## src/rtl/netc_irq_pkg.sv

```systemverilog
package netc_irq_pkg;
  localparam int SRC_N      = 7;
  localparam int WORD_W     = 32;
  localparam int BADDR_W    = 6;
  localparam int OFS_STATUS = 0;
  localparam int OFS_MASK   = 4;
  localparam int TXERR_POS  = 1;

  typedef enum logic [1:0] {
    RSEL_NONE   = 2'd0,
    RSEL_STATUS = 2'd1,
    RSEL_MASK   = 2'd2
  } rsel_e;
endpackage

```

## src/rtl/netc_irq_regport.sv

```systemverilog
module netc_irq_regport
  import netc_irq_pkg::*;
#(
  parameter int NUM_SRC  = SRC_N,
  parameter int DATA_W   = WORD_W,
  parameter int ADDR_W   = BADDR_W,
  parameter int STAT_OFS = OFS_STATUS,
  parameter int MASK_OFS = OFS_MASK,
  parameter int RST_POS  = TXERR_POS
) (
  input  logic               clk,
  input  logic               rst,
  input  logic               wr_i,
  input  logic               rd_i,
  input  logic [ADDR_W-1:0]  addr_i,
  input  logic [DATA_W-1:0]  wdata_i,
  input  logic [NUM_SRC-1:0] status_i,
  input  logic [NUM_SRC-1:0] mask_i,
  output logic [NUM_SRC-1:0] clr_o,
  output logic               mask_we_o,
  output logic [NUM_SRC-1:0] mask_wd_o,
  output logic               strobe_req_o,
  output logic [DATA_W-1:0]  rdata_o
);
  localparam logic [ADDR_W-1:0] STAT_A = ADDR_W'(STAT_OFS);
  localparam logic [ADDR_W-1:0] MASK_A = ADDR_W'(MASK_OFS);
  localparam int PAD_W = DATA_W - NUM_SRC;

  logic  ack_hit;
  logic  rsel_hit;
  rsel_e rsel;
  logic  [DATA_W-1:0] rdata_q;
  logic  [DATA_W-1:0] rmux;
  logic  unused_hi;

  assign unused_hi    = ^wdata_i[DATA_W-1:NUM_SRC];
  assign ack_hit      = wr_i && (addr_i == STAT_A);
  assign mask_we_o    = wr_i && (addr_i == MASK_A);
  assign mask_wd_o    = wdata_i[NUM_SRC-1:0];
  assign clr_o        = ack_hit ? wdata_i[NUM_SRC-1:0] : '0;
  assign strobe_req_o = ack_hit && wdata_i[RST_POS];
  assign rsel_hit     = rd_i;

  always_comb begin
    if (addr_i == STAT_A)      rsel = RSEL_STATUS;
    else if (addr_i == MASK_A) rsel = RSEL_MASK;
    else                       rsel = RSEL_NONE;
  end

  always_comb begin
    unique case (rsel)
      RSEL_STATUS: rmux = {{PAD_W{1'b0}}, status_i};
      RSEL_MASK:   rmux = {{PAD_W{1'b0}}, mask_i};
      default:     rmux = '0;
    endcase
  end

  always_ff @(posedge clk) begin
    if (rst)           rdata_q <= '0;
    else if (rsel_hit) rdata_q <= rmux;
  end

  assign rdata_o = rdata_q;


  stat_read_chk: assert property (@(posedge clk) disable iff (rst)
    (rd_i && addr_i == STAT_A) |=> (rdata_o == {{PAD_W{1'b0}}, $past(status_i)}));


  other_read_chk: assert property (@(posedge clk) disable iff (rst)
    (rd_i && addr_i != STAT_A && addr_i != MASK_A) |=> (rdata_o == '0));
endmodule

```

## src/rtl/netc_irq_status_bank.sv

```systemverilog
module netc_irq_status_bank
  import netc_irq_pkg::*;
#(
  parameter int NUM_SRC = SRC_N
) (
  input  logic               clk,
  input  logic               rst,
  input  logic [NUM_SRC-1:0] set_i,
  input  logic [NUM_SRC-1:0] clr_i,
  output logic [NUM_SRC-1:0] st_q_o,
  output logic [NUM_SRC-1:0] st_d_o
);
  logic [NUM_SRC-1:0] st_q;
  logic [NUM_SRC-1:0] st_d;

  for (genvar i = 0; i < NUM_SRC; i++) begin : g_cell
    // set has priority over a same-cycle clear
    assign st_d[i] = set_i[i] | (st_q[i] & ~clr_i[i]);

    always_ff @(posedge clk) begin
      if (rst) st_q[i] <= 1'b0;
      else     st_q[i] <= st_d[i];
    end


    sticky_hold_chk: assert property (@(posedge clk) disable iff (rst)
      (st_q[i] && !clr_i[i]) |=> st_q[i]);


    set_wins_chk: assert property (@(posedge clk) disable iff (rst)
      set_i[i] |=> st_q[i]);


    ack_clear_chk: assert property (@(posedge clk) disable iff (rst)
      (clr_i[i] && !set_i[i]) |=> !st_q[i]);
  end

  assign st_q_o = st_q;
  assign st_d_o = st_d;
endmodule

```

## src/rtl/netc_irq_mask_reg.sv

```systemverilog
module netc_irq_mask_reg
  import netc_irq_pkg::*;
#(
  parameter int                 NUM_SRC  = SRC_N,
  parameter logic [NUM_SRC-1:0] MASK_RST = '1
) (
  input  logic               clk,
  input  logic               rst,
  input  logic               we_i,
  input  logic [NUM_SRC-1:0] wd_i,
  output logic [NUM_SRC-1:0] mk_q_o,
  output logic [NUM_SRC-1:0] mk_d_o
);
  logic [NUM_SRC-1:0] mk_q;
  logic [NUM_SRC-1:0] mk_d;

  assign mk_d = we_i ? wd_i : mk_q;

  always_ff @(posedge clk) begin
    if (rst) mk_q <= MASK_RST;
    else     mk_q <= mk_d;
  end

  assign mk_q_o = mk_q;
  assign mk_d_o = mk_d;


  mask_replace_chk: assert property (@(posedge clk) disable iff (rst)
    we_i |=> (mk_q == $past(wd_i)));


  mask_hold_chk: assert property (@(posedge clk) disable iff (rst)
    !we_i |=> $stable(mk_q));
endmodule

```

## src/rtl/netc_irq_out_gen.sv

```systemverilog
module netc_irq_out_gen
  import netc_irq_pkg::*;
#(
  parameter int NUM_SRC = SRC_N
) (
  input  logic               clk,
  input  logic               rst,
  input  logic [NUM_SRC-1:0] st_d_i,
  input  logic [NUM_SRC-1:0] mk_d_i,
  input  logic               strobe_req_i,
  output logic               irq_o,
  output logic               strobe_o
);
  logic irq_q;
  logic strobe_q;

  always_ff @(posedge clk) begin
    if (rst) begin
      irq_q    <= 1'b0;
      strobe_q <= 1'b0;
    end else begin
      irq_q    <= |(st_d_i & mk_d_i);
      strobe_q <= strobe_req_i;
    end
  end

  assign irq_o    = irq_q;
  assign strobe_o = strobe_q;


  strobe_cause_chk: assert property (@(posedge clk) disable iff (rst)
    strobe_o |-> $past(strobe_req_i));
endmodule

```

## src/rtl/netc_irq_ctrl.sv

```systemverilog
module netc_irq_ctrl
  import netc_irq_pkg::*;
#(
  parameter int NUM_SRC  = SRC_N,
  parameter int DATA_W   = WORD_W,
  parameter int ADDR_W   = BADDR_W,
  parameter int STAT_OFS = OFS_STATUS,
  parameter int MASK_OFS = OFS_MASK,
  parameter int RST_POS  = TXERR_POS
) (
  input  logic               clk,
  input  logic               rst,
  input  logic               reg_wr,
  input  logic               reg_rd,
  input  logic [ADDR_W-1:0]  reg_addr,
  input  logic [DATA_W-1:0]  reg_wdata,
  output logic [DATA_W-1:0]  reg_rdata,
  input  logic [NUM_SRC-1:0] evt_set,
  output logic               irq,
  output logic               framer_rst
);
  localparam logic [NUM_SRC-1:0] MASK_ALL = '1;

  logic [NUM_SRC-1:0] clr;
  logic               mask_we;
  logic [NUM_SRC-1:0] mask_wd;
  logic               strobe_req;
  logic [NUM_SRC-1:0] st_q;
  logic [NUM_SRC-1:0] st_d;
  logic [NUM_SRC-1:0] mk_q;
  logic [NUM_SRC-1:0] mk_d;

  netc_irq_regport #(
    .NUM_SRC (NUM_SRC),
    .DATA_W  (DATA_W),
    .ADDR_W  (ADDR_W),
    .STAT_OFS(STAT_OFS),
    .MASK_OFS(MASK_OFS),
    .RST_POS (RST_POS)
  ) u_port (
    .clk         (clk),
    .rst         (rst),
    .wr_i        (reg_wr),
    .rd_i        (reg_rd),
    .addr_i      (reg_addr),
    .wdata_i     (reg_wdata),
    .status_i    (st_q),
    .mask_i      (mk_q),
    .clr_o       (clr),
    .mask_we_o   (mask_we),
    .mask_wd_o   (mask_wd),
    .strobe_req_o(strobe_req),
    .rdata_o     (reg_rdata)
  );

  netc_irq_status_bank #(.NUM_SRC(NUM_SRC)) u_status (
    .clk   (clk),
    .rst   (rst),
    .set_i (evt_set),
    .clr_i (clr),
    .st_q_o(st_q),
    .st_d_o(st_d)
  );

  netc_irq_mask_reg #(.NUM_SRC(NUM_SRC), .MASK_RST(MASK_ALL)) u_mask (
    .clk   (clk),
    .rst   (rst),
    .we_i  (mask_we),
    .wd_i  (mask_wd),
    .mk_q_o(mk_q),
    .mk_d_o(mk_d)
  );

  netc_irq_out_gen #(.NUM_SRC(NUM_SRC)) u_out (
    .clk         (clk),
    .rst         (rst),
    .st_d_i      (st_d),
    .mk_d_i      (mk_d),
    .strobe_req_i(strobe_req),
    .irq_o       (irq),
    .strobe_o    (framer_rst)
  );


  irq_level_chk: assert property (@(posedge clk) disable iff (rst)
    irq == (|(st_q & mk_q)));


  strobe_src_chk: assert property (@(posedge clk) disable iff (rst)
    (reg_wr && reg_addr == ADDR_W'(STAT_OFS) && reg_wdata[RST_POS]) |=> framer_rst);
endmodule

```

## config.mk

```make
export PLATFORM = sky130hd
export DESIGN_NAME = netc_irq_ctrl
export DESIGN_NICKNAME = d
export VERILOG_FILES = /design/src/rtl/netc_irq_pkg.sv /design/src/rtl/netc_irq_regport.sv /design/src/rtl/netc_irq_status_bank.sv /design/src/rtl/netc_irq_mask_reg.sv /design/src/rtl/netc_irq_out_gen.sv /design/src/rtl/netc_irq_ctrl.sv
export SDC_FILE = /design/constraint.sdc
export NUM_CORES = 1
export LEC_CHECK = 0
export BUFFER_PORTS_ARGS = -buffer_cell sky130_fd_sc_hd__buf_2
export CORE_UTILIZATION = 35
export DETAILED_ROUTE_END_ITERATION = 8
export PLACE_DENSITY_LB_ADDON = 0.2
export SYNTH_ARGS = -nofsm -noshare
export SYNTH_HDL_FRONTEND = slang
export SYNTH_HIERARCHICAL = 1
export SYNTH_SLANG_ARGS = --single-unit
```

## constraint.sdc

```tcl
create_clock -name clk -period 2.3 [get_ports clk]
set_input_delay 0.23 -clock clk [delete_from_list [all_inputs] [get_ports clk]]
set_output_delay 0.23 -clock clk [all_outputs]
set_load 0.005 [all_outputs]
```

After elaboration in Yosys (flattened, before gate mapping)
Cells that the tools add are included.
W data, S select, Z words.
{"block": "op_classes", "bitwise": 22, "order_cmp": 0, "n_mul": 0, "n_shift": 0, "n_mux": 5, "n_addsub": 0, "n_div": 0, "eq_ne": 3, "reduce_logical": 5}
{"op": "$mux W7", "n": 2}
{"op": "$pmux W7 S2", "n": 1}
{"op": "$and A1 B1 Y1", "n": 7}
{"op": "$and A7 B7 Y7", "n": 1}
{"op": "$not A1 Y1", "n": 7}
{"op": "$or A1 B1 Y1", "n": 7}
{"op": "$reduce_or A7 Y1", "n": 1}
{"op": "$eq A6 B3 Y1 const B", "n": 1}
{"op": "$logic_not A6 Y1", "n": 1}
{"op": "$mux W2", "n": 2}
{"op": "$logic_and A1 B1 Y1", "n": 3}
{"op": "$eq A2 B1 Y1 const B", "n": 1}
{"op": "$eq A2 B2 Y1 const B", "n": 1}
{"block": "totals", "inputBits": 49, "regBits": 48, "ramBits": 0, "mem_count": 0, "elab_cells": 46, "latch_bits": 0, "rom_bits": 0}

Depth between registers and ports, before layout
{"block": "logic_depth", "ltp_word": 8, "mapped_depth": 9}

Cells and area by module
Netlist, hierarchy kept.
{"mod": "netc_irq_regport", "cells_each": 88, "area_each_um2": 778.2, "seq_area_each_um2": 140.1, "instances": 1}
{"mod": "netc_irq_status_bank", "cells_each": 35, "area_each_um2": 324.1, "seq_area_each_um2": 140.1, "instances": 1}
{"mod": "netc_irq_mask_reg", "cells_each": 22, "area_each_um2": 300.3, "seq_area_each_um2": 140.1, "instances": 1}
{"mod": "netc_irq_out_gen", "cells_each": 7, "area_each_um2": 77.6, "seq_area_each_um2": 40.0, "instances": 1}

Worst setup path after synthesis
OpenSTA, ideal clock, no wires.
{"block": "synth_path", "kind": "input -> register", "startpoint": "in reg_addr[5]", "endpoint": "reg u_out.irq_q (netlist: u_out/irq_o)", "path_slack_ps": 209, "path_buffers": 3, "stages": 8, "t_required_ps": 2169, "arrival_time_ps": 1960, "path_cell_list": "or2_2 > clkbuf_1 > buf_2 > nor3_1 > buf_6 > mux2_4 > a222oi_1 > a31oi_1"}
{"element": "start, declared", "line_no": "netc_irq_ctrl.sv:15", "text": "input logic [ADDR_W-1:0] reg_addr,"}
{"element": "$eq A6 B3 Y1", "line_no": "netc_irq_regport.sv:38", "text": "assign mask_we_o = wr_i && (addr_i == MASK_A);"}
{"element": "$logic_and A1 B1 Y1", "line_no": "netc_irq_regport.sv:38"}
{"element": "named net mask_we", "line_no": "netc_irq_ctrl.sv:25", "text": "logic mask_we;"}
{"element": "$mux W7", "line_no": "netc_irq_mask_reg.sv:17", "text": "assign mk_d = we_i ? wd_i : mk_q;"}
{"element": "named net mk_d[3]", "line_no": "netc_irq_ctrl.sv:31", "text": "logic [NUM_SRC-1:0] mk_d;"}
{"element": "$and A7 B7 Y7", "line_no": "netc_irq_out_gen.sv:22", "text": "irq_q <= |(st_d_i & mk_d_i);"}
{"element": "$reduce_or A7 Y1", "line_no": "netc_irq_out_gen.sv:22"}
{"element": "end signal, assigned", "line_no": "netc_irq_out_gen.sv:22"}
{"element": "end, declared", "line_no": "netc_irq_out_gen.sv:14", "text": "logic irq_q;"}
The timed path passes the listed nets, and every way through them passes these cells.
A chain may end at the register's enable or synchronous reset.

Final worst setup path
{"block": "layout_path", "startpoint": "in reg_addr[3]", "endpoint": "reg u_out.irq_q (netlist: u_out/irq_o)"}
{"block": "layout_between", "elab_chain_cells": 8}
{"element": "$logic_not A6 Y1", "line_no": "netc_irq_regport.sv:37", "text": "assign ack_hit = wr_i && (addr_i == STAT_A);"}
{"element": "$logic_and A1 B1 Y1", "line_no": "netc_irq_regport.sv:37"}
{"element": "$mux W7", "line_no": "netc_irq_regport.sv:40", "text": "assign clr_o = ack_hit ? wdata_i[NUM_SRC-1:0] : '0;"}
{"element": "$not A1 Y1", "line_no": "netc_irq_status_bank.sv:18", "text": "assign st_d[i] = set_i[i] | (st_q[i] & ~clr_i[i]);"}
{"element": "$and A1 B1 Y1", "line_no": "netc_irq_status_bank.sv:18"}
{"element": "$or A1 B1 Y1", "line_no": "netc_irq_status_bank.sv:18"}
{"element": "named net st_d[1]", "line_no": "netc_irq_ctrl.sv:29", "text": "logic [NUM_SRC-1:0] st_d;"}
{"element": "$and A7 B7 Y7", "line_no": "netc_irq_out_gen.sv:22"}
{"element": "$reduce_or A7 Y1", "line_no": "netc_irq_out_gen.sv:22"}
The timed path passes the listed nets, and every way through them passes these cells.

==> results.md <==
- Buf/Inv on CP: 2
- CP Class: input port to flop
- CP top delay family: simple AND/OR/NAND/NOR gates
- Port Buffer Count: 32
- Achievable frequency: around 520 MHz
- Worst reg2reg path startpoint: u_mask/mk_q_o[3]
- Via-per-instance ratio: ~4.5
- Average size of a mapped cell: a little under 10 µm²
- Arr. time, crit path: about 2.1 ns
- # IOs: 83
- ANT nets after route: 0
- Tot Pwr: slightly below 0.0008 W
- CTS sink cnt: 23
- GRT Total Usage: 0.132
- FF-to-FF path depth: 3
- Num rows: 23
- Die area: 4490 µm²
- Die X: ~67 µm
- Initial antenna violation count: 0
- DRT Pass-1 Iters: 4
- DRT Wirelength: ~2.8 mm
- R2r setup slk: around 1.1 ns
- Congestion Overflow GR: 0
- Critical R2R Capture: u_out/irq_o
- Worst-Margin Slew: between 0.5 and 0.6 ns
- Synth cell types: 24
- #FFs+latches synth: 23
- First-pass GRT wire length: between 4 and 5 mm
- Die Y: 67.0 µm
- Hold depth: 3
- CP Launch Point: reg_addr[3]
- CTS Hold Bufs: 0
- Most common cell after layout, fill and taps aside: buf_2
- DR WL/cell: roughly 12 µm
- Fin. max-slew vios: 0
- Commonest non-fill, non-tap cells in the layout: buf_2, conb_1, dfxtp_1
- PwrDens: slightly below 500 nW/µm²
- Largest net degree at the start of global routing: 31
- CP Capture Type: flop
- Syn Std Cell Area: about 1500 µm²
- Vias in the first global route: just under 1000
- CTS Buffer Depth: 2
- Iteration-0 DRC count of the detailed router: 37
- TNS Setup: 0 ns
- # resized after CTS: 0
- CTS buffer count: 3
- Pleak: 0.782 nW
- Worst-path clk slew: approximately 0.08 ns
- Period utilisation layout: 0.842
- Initial Util: 0.367
- Number of H-tree levels: 1
- Result of the run: finished, final reports clean
- # setup viols final: 0
- Clock Latency Late Sink: between 0.2 and 0.3 ns
- Ant diodes: 0
- Crit-path cells: buf_2 > or4b_1 > buf_4 > nor4_1 > nand2b_4 > nand2_1 > a222oi_1 > a31oi_1
- Clock skew: 0.00282 ns
- CTS tree: yes
- Max incr delay on CP: between 0.5 and 0.6 ns
- DPL Wire Length: about 2.2 mm
- HP Class: input port to flop
- RSZ-0062 raised after global routing: false
- Nets: about 230
- Core area: ~4000 µm²
- Synth Instances: 152
- WP data required: between 2 and 2.5 ns
- Worst path slowest cell: or4b_1
- Placer's final routability congestion estimate: between 0.7 and 0.8
- Crit path depth: 8
- Area Overhead vs Synth: 6.85%
- Worst-case vdd ir drop: between 0.15 and 0.2 mV
- Vias: 1022
- Postcts setup bufs: 0
- Critical path startpoint category: input port
- Worst setup endpoint: u_out/irq_o
- Max_slew headroom: 0.631
- Layout cells sized above 1: 0.398
- Final hold vios: 0
- # DRC: 0
- Max Cap Viol: 0
- Synthesis warning total: 6
- Period minus WS final: 1.94 ns
- Sequential area share after synthesis: 0.311
- Worst Path Max Fanout: 7
- Root Driver: clkbuf_8
synth_stat cells:
library cell | count | share of area
buf_4 | 33 | 0.17
dfxtp_1 | 23 | 0.31
inv_1 | 15 | 0.038
a21oi_1 | 7 | 0.024
mux2_4 | 7 | 0.071
mux2i_1 | 7 | 0.047
nand2_1 | 7 | 0.018
nand2b_4 | 7 | 0.065
nor4_1 | 7 | 0.030
o41ai_2 | 7 | 0.077
or2_1 | 7 | 0.030
or3b_2 | 7 | 0.041
clkbuf_1 | 3 | 0.0076
a22oi_1 | 2 | 0.010
buf_2 | 2 | 0.0068
buf_6 | 2 | 0.015
or4b_1 | 2 | 0.014
a222oi_1 | 1 | 0.0068
a31oi_1 | 1 | 0.0042
buf_1 | 1 | 0.0025
conb_1 | 1 | 0.0025
nor2b_1 | 1 | 0.0042
nor3_1 | 1 | 0.0034
or2_2 | 1 | 0.0042
final cells by class:
cell class,count,area [µm²]
timing repair buffer,37,198
multi-input combinational,97,758
fill,425,2450
sequential,23,460
clock inverter,1,5.00
inverter,15,56.3
tap,50,62.6
clock buffer,3,41.3
worst min path at each step:
stage,from,to,slack [ns]
after CTS,evt_set[6],u_status/st_q_o[6],0.21
after global placement,evt_set[1],u_status/st_q_o[1],0.48
after global routing,evt_set[0],u_status/st_q_o[0],0.22
after detailed placement,u_status/st_q_o[4],u_status/st_q_o[4],0.49
final,evt_set[5],u_status/st_q_o[5],0.22
after floorplan,rst,u_status/st_q_o[0],0.30
registers in the layout, indices dropped and copies added (netlist names):
name and flops:
u_port/rdata_o 7, u_mask/mk_q_o 7, u_status/st_q_o 7, u_out/irq_o 1, u_out/strobe_o 1
report_power, final:
group	internal, W	switching, W	leakage [nW]	total (W)
clock	0.000121	0.000129	0.0255	0.000250
sequential	0.000409	0.00000935	0.188	0.000418
combinational	0.0000428	0.0000622	0.568	0.000105
total	0.000573	0.000201	0.782	0.000773
cell families (layout without fill, tap and decap cells):
| kind of cell | Yosys count | count (layout) | synth area share |
|---|---|---|---|
| muxes | 14 | 14 | 0.118 |
| and+or+nand+nor | 40 | 40 | 0.209 |
| AOI/OAI and AO/OA | 18 | 18 | 0.122 |
| DFF | 23 | 23 | 0.311 |
| other | 1 | 25 | 0.00253 |
| buffers and inverters | 56 | 56 | 0.238 |
per-layer routing:
metal	wire length (µm)	vias up	track usage
met5	0	-	0
met4	25	0	0.0319
met3	223	4	0.0205
met2	1310	47	0.216
met1	1230	468	0.178
li1	-	503	-
worst register-to-register path, cell delays in order, from the launching register on:
cell and delay [ns]:
dfxtp_1 0.32, mux2_4 0.27, a222oi_1 0.36, a31oi_1 0.14
per-stage QoR:
stage	std cells	setup slack, ns	cell area [µm²]	utilization	hold slack, ns
after floorplan	176	0.209	1570	-	0.299
after global placement	222	0.0781	1540	0.381	0.480
after detailed placement	222	0.0509	1540	0.381	0.489
after CTS	226	0.342	1580	0.393	0.214
after global routing	226	0.291	1580	0.393	0.218
final	226	0.363	1580	0.393	0.218
Power figures use the tool's default switching activity.
